`src/rtl/resmd_fold.sv`:
```
// Reduces an IN_W-bit unsigned value modulo 2**RES_W - 1.
// Method: add the value's RES_W-bit chunks, then repeatedly add the
// high part back onto the low part (end-around carry). An all-ones
// residue is the same as zero and is reported as zero.
// Assumes RES_W >= 2. Purely combinational.
module resmd_fold #(
    parameter int IN_W  = 32,
    parameter int RES_W = 5
) (
    input  logic [IN_W-1:0]  val_i,
    output logic [RES_W-1:0] res_o
);
    localparam int NCHUNK = (IN_W + RES_W - 1) / RES_W;
    localparam int PAD_W  = NCHUNK * RES_W;
    localparam int SUM_W  = RES_W + $clog2(NCHUNK + 1) + 1;

    logic [PAD_W-1:0] padded;
    logic [SUM_W-1:0] part [NCHUNK+1];
    logic [SUM_W-1:0] acc;

    assign padded  = PAD_W'(val_i);
    assign part[0] = '0;

    // Chain of chunk adders, one per RES_W-bit slice.
    for (genvar g = 0; g < NCHUNK; g++) begin : g_chunk
        assign part[g+1] = part[g] + SUM_W'(padded[g*RES_W +: RES_W]);
    end

    // End-around folding until the sum fits RES_W bits, then 31 -> 0.
    always_comb begin
        acc = part[NCHUNK];
        for (int i = 0; i < SUM_W; i++) begin
            acc = SUM_W'(acc[RES_W-1:0]) + (acc >> RES_W);
        end
        res_o = (acc[RES_W-1:0] == {RES_W{1'b1}}) ? '0 : acc[RES_W-1:0];
    end
endmodule

```
`src/rtl/resmd_mulmod.sv`:
```
// Modular multiply of two residues modulo 2**RES_W - 1.
// Assumes both inputs are already reduced (never all ones).
module resmd_mulmod #(
    parameter int RES_W = 5
) (
    input  logic [RES_W-1:0] a_i,
    input  logic [RES_W-1:0] b_i,
    output logic [RES_W-1:0] p_o
);
    localparam int PW = 2 * RES_W;

    logic [PW-1:0] prod;

    // Small full-width product of the two residues.
    assign prod = PW'(a_i) * PW'(b_i);

    resmd_fold #(.IN_W(PW), .RES_W(RES_W)) u_fold (
        .val_i (prod),
        .res_o (p_o)
    );
endmodule

```
`config.mk`:
```
export PLATFORM = sky130hd
export DESIGN_NAME = resmd_mulmod
export DESIGN_NICKNAME = d
export VERILOG_FILES = /design/src/rtl/resmd_fold.sv /design/src/rtl/resmd_mulmod.sv
export SDC_FILE = /design/constraint.sdc
export NUM_CORES = 1
export LEC_CHECK = 0
export CAP_MARGIN = 10
export CELL_PAD_IN_SITES_DETAIL_PLACEMENT = 2
export CELL_PAD_IN_SITES_GLOBAL_PLACEMENT = 2
export CORE_UTILIZATION = 38
export DETAILED_ROUTE_END_ITERATION = 6
export PLACE_DENSITY_LB_ADDON = 0.1
export SYNTH_ARGS = -nofsm -noshare
export SYNTH_HDL_FRONTEND = slang
export SYNTH_SLANG_ARGS = --single-unit
```
`constraint.sdc`:
```
create_clock -name vclk -period 17.95
set_clock_uncertainty 0.05 [all_clocks]
set_input_delay 3.59 -clock vclk [all_inputs]
set_output_delay 3.59 -clock vclk [all_outputs]
set_load 0.005 [all_outputs]
```
=== Yosys cells after proc, flatten, opt, wreduce, memory -nomap -nowiden ===
Cells that the tools add are included.
W data, S select, Z words.

* Output and inout bits: 5
* Register bits: 0
* Word-level logic and storage cells: 12
* Input bits: 10

* Equality and inequality tests: 1
* $add $sub $neg: 9
* Multiply operators: 1
* Mux-type cells: 1

{| class="wikitable"
|+ Operators by type and width
! cell !! number
|-
| $add A5 B3 Y6 || 6
|-
| $mul A5 B5 Y10 || 1
|-
| $add A5 B1 Y6 || 1
|-
| $add A5 B5 Y6 || 1
|-
| $add A5 B1 Y5 || 1
|-
| $eq A5 B5 Y1 const B || 1
|-
| $mux W5 || 1
|}

=== Longest topological paths before layout ===
* Depth after elaboration: 12
* Gate-level depth with buffers: 50
* Gate-level depth less buffers: 49

=== By module ===
A second synthesis with hierarchy kept.

* Cells, all modules: 238
* Area, all modules: 1955.6 µm²

{| class="wikitable"
|+ Modules (own cells, without submodules)
! module !! cells each !! sequential area each (µm²) !! instances !! area an instance (µm²)
|-
| resmd_fold || 148 || 0.0 || 1 || 1166.1
|-
| resmd_mulmod || 90 || 0.0 || 1 || 789.5
|}

=== Least setup slack after synthesis ===
Ideal clock, no wire load.

* Path kind: input to output
* Start point: input a_i[0]
* End point: output p_o[4]
* Path slack: 1.923 ns
* Buffers on the path: 1
* Data arrival time: 12.387 ns
* Cell stages on the path: 44
* Path through: nand2_1 -> fa_1 -> fa_1 -> fa_1 -> inv_1 -> ha_1 -> a21oi_1 -> o21bai_1 -> a21oi_1 -> xnor2_1 -> ha_1 -> nor2_1 -> nor2_1 -> a21o_1 -> a21o_1 -> ha_1 -> nand2b_1 -> or2_1 -> (+8 left out) -> ha_1 -> ha_1 -> xnor2_1 -> xnor3_1 -> nand3_1 -> nor3_1 -> ha_1 -> ha_1 -> xor2_1 -> xnor2_1 -> xnor2_1 -> nor4b_1 -> ha_1 -> ha_1 -> and4bb_1 -> mux2i_1 -> xnor2_1 -> nor2b_1

* Cells in the longest elaborated chain, start to end: 12

{| class="wikitable"
|+ Ends and longest elaborated chain
! item !! RTL line !! source
|-
| start, declared || resmd_mulmod.sv:6 || <nowiki>input logic [RES_W-1:0] a_i,</nowiki>
|-
| $mul A5 B5 Y10 * || resmd_mulmod.sv:15 || <nowiki>assign prod = PW'(a_i) * PW'(b_i);</nowiki>
|-
| $add A5 B5 Y6 * || resmd_fold.sv:26 || <nowiki>assign part[g+1] = part[g] + SUM_W'(padded[g*RES_W +: RES_W]);</nowiki>
|-
| $add A5 B3 Y6 * (5 in series) || resmd_fold.sv:33 || <nowiki>acc = SUM_W'(acc[RES_W-1:0]) + (acc >> RES_W);</nowiki>
|-
| $add A5 B1 Y6 * || resmd_fold.sv:33 ||
|-
| $add A5 B3 Y6 * || resmd_fold.sv:33 ||
|-
| $add A5 B1 Y5 * || resmd_fold.sv:33 ||
|-
| $eq A5 B5 Y1 || resmd_fold.sv:35 || <nowiki>res_o = (acc[RES_W-1:0] == {RES_W{1'b1}}) ? '0 : acc[RES_W-1:0];</nowiki>
|-
| $mux W5 * || resmd_fold.sv:35 ||
|-
| end, declared || resmd_mulmod.sv:8 || <nowiki>output logic [RES_W-1:0] p_o</nowiki>
|}

Mark *: on every way between the ends. The rest lies on a longest branch, timed or not.

=== Worst setup path after layout ===
* Start point: input a_i[2]
* End point: output p_o[2]

The elaborated chain is that of the path after synthesis.

==> flow_summary_export.csv <==
group,metric,value,unit
worst_setup_path,critPathSlowestCell,"fa_1",
detailed_routing,routed-via-count,1635,
final_layout,antenna_cells_inserted,0,
timing,final_max_slew_viol_count,0,
final_layout,final-seq-area,0,um2
synthesis,netlist_instances,216,
synthesis,yosysTopAreaCellShare,26.7,%
run_status,result_of_the_run,"completed",
detailed_routing,route.antenna.remaining_nets,0,
min_path,hold_path.class,"input port to output port",
floorplanning,die_w,71.4,um
timing,fin_hold_ws,9.43,ns
worst_setup_path,setup.worst_path.start,"a_i[2]",
worst_setup_path,path_depth,48,
floorplanning,core_area,4500,um2
pwr,static-leakage-power,1.12,nW
clock_tree,number_of_buffers_added_to_fix_hold_violations_after_cts,0,
synthesis,synth_fp_nets,275,
pwr,power.density,178,nW/um2
detailed_routing,detailedRoute.firstPassIterationCount,3,
final_layout,finalNonFillerCells,297,
synthesis,yosys-top-cells-count,"ha_1, inv_1, nand2_1, and2_1, xnor2_1",
worst_setup_path,critPathArrivalTime,14.10,ns
final_layout,num-fill-cells,481,
synthesis,syn_avg_cell_area,8.47,um2
placement,placement.io_buffers,15,
timing,max-slew-margin-rel,70.4,%
final_layout,fin_area,2290,um2
global_routing,number_of_antenna_violations_at_the_first_check_in_global_routing,0,
worst_setup_path,critPathKind,"input port to output port",
placement,area_of_placed_instances,2070,um2
worst_setup_path,critical_path_most_common_cell,"ha_1",
synthesis,post_synthesis_instance_area,1830,um2
synthesis,cell_type_with_the_largest_total_area_after_synthesis,"ha_1",
run,maxCapViolations,0,
min_path,worstHoldPathCells,13,
worst_setup_path,critical_path.max_stage_delay,0.57,ns
pwr,irDropWorstVdd,139,uV
floorplanning,initial_core_util,40.6,%
global_routing,wire_length_of_the_first_global_routing_pass,8.17,mm
timing,setup_violating_endpoint_count_in_the_final_report,0,
worst_setup_path,top_delay_family_on_crit_path,"adder cells",
global_routing,combined_global_route_utilization_of_all_metal_layers,19.9,%
floorplanning,height_of_the_die,71.4,um
floorplanning,num_io_pins,15,
min_path,worstHoldStart,"a_i[0]",
worst_setup_path,cp-end-kind,"output port",
placement,detailedPlacementHpwl,4.28,mm
worst_setup_path,cp.required,14.31,ns
timing,final_hold_violating_endpoints,0,
detailed_routing,avgRoutedWirePerCell,19.5,um
timing,timing_worst_slew_pin_value,0.443,ns
global_routing,via_count_of_the_first_global_routing_pass,1763,
final_layout,num-clock-buffers,0,
timing,fmax,56.4,MHz
placement,place.gp.congestion,0.778,
worst_setup_path,worst_setup_path_start_kind,"input port",
synthesis,ys_warnings,0,
timing,timing.final.crit_share,98.8,%
detailed_routing,vias_per_cell,5.51,
global_routing,grt_remaining_overflow,0,
timing,crit_path_time_final,17.74,ns
detailed_routing,route.detailed.drc,0,
pwr,total_power,0.407,mW
floorplanning,die_ar,5100,um2
timing,tns,0,ns
global_routing,grt_start_max_net_pins,8,
final_layout,net_count_final,306,
floorplanning,std_cell_rows,24,
final_layout,syn_to_final_growth,25.0,%
detailed_routing,totalWireLength,5.79,mm
placement,placed_cells,287,
worst_setup_path,timing.critical_path.buf_inv,4,
final_layout,design.seq.count,0,
final_layout,layout-drive-gt1-share,20.0,%
detailed_routing,drtIter0Drc,26,
synthesis,synth_sequential_area_ratio,0,%
worst_setup_path,worst-path-max-fanout,5,
synthesis,synth.distinct_cells,38,
synthesis,synthTopCellsByArea,"ha_1, fa_1, xnor2_1, and2_1, inv_1",
synthesis,synthMostInstantiatedCell,"ha_1",
cell families (layout without fill, tap and decap cells):
family	count (synthesis)	in the layout	share of synthesized area, %
fa+ha+maj	49	49	37.6
xor+xnor	34	34	22.5
simple gates	69	69	20.5
compound gates	35	35	11.6
buf+inv	24	53	5.13
mux	5	5	2.74
per-stage QoR:
stage	utilization (%)	setup slack (ns)
after floorplan	-	1.92
after global placement	46.1	0.161
after detailed placement	46.1	-0.318
after CTS	46.8	0.0305
after global routing	50.8	-0.463
final	50.8	0.210
path summary, 6_finish.rpt:
kind / to / slack, ns
worst max-delay path: p_o[2] / 0.21
worst min-delay path: p_o[0] / 9.43
repair_timing:
action | in CTS | in global routing
pin swaps | 1 | 11
gates resized for setup | 4 | 27
endpoints found under the setup margin | 5 | 5
setup buffers | 1 | 9
report_power, final:
part           total [mW]  switching (mW)  leakage [nW]  internal, mW
sequential              0               0             0             0
clock                   0               0             0             0
combinational       0.407           0.209          1.12         0.198
metal layers:
metal	global-route usage [%]	routed length (um)	vias to the layer above
li1	-	-	793
met1	22.8	2250	801
met4	2.00	125	0
met3	0.422	97	12
met5	0	0	-
met2	41.6	3310	29
area by class of cell:
cell class	instances	area [um2]	share of cell area [%]
inverter	23	86.3	3.77
multi-input combinational	192	1860	81.3
tap	52	65.1	2.84
timing repair buffer	30	275	12.0
cell usage in the layout, fill, tap and decap left out, types with 2 or more instances in the layout:
master	instances
nor3_1	3
xnor2_2	6
nor3b_2	2
xor2_2	3
a21boi_1	2
xor2_1	8
o21ai_0	8
mux2i_1	5
nor2_1	6
o21bai_1	3
inv_1	23
nand3_1	6
a21oi_1	10
ha_1	35
xor2_4	2
a21oi_2	2
and2_1	16
nor3_2	3
clkdlybuf4s50_1	10
o21ai_1	2
a21o_1	4
a22oi_2	2
xnor2_1	12
ha_2	3
dlymetal6s2s_1	5
nand2_1	20
fa_1	10
buf_4	15
Power figures use the tool's default switching activity.
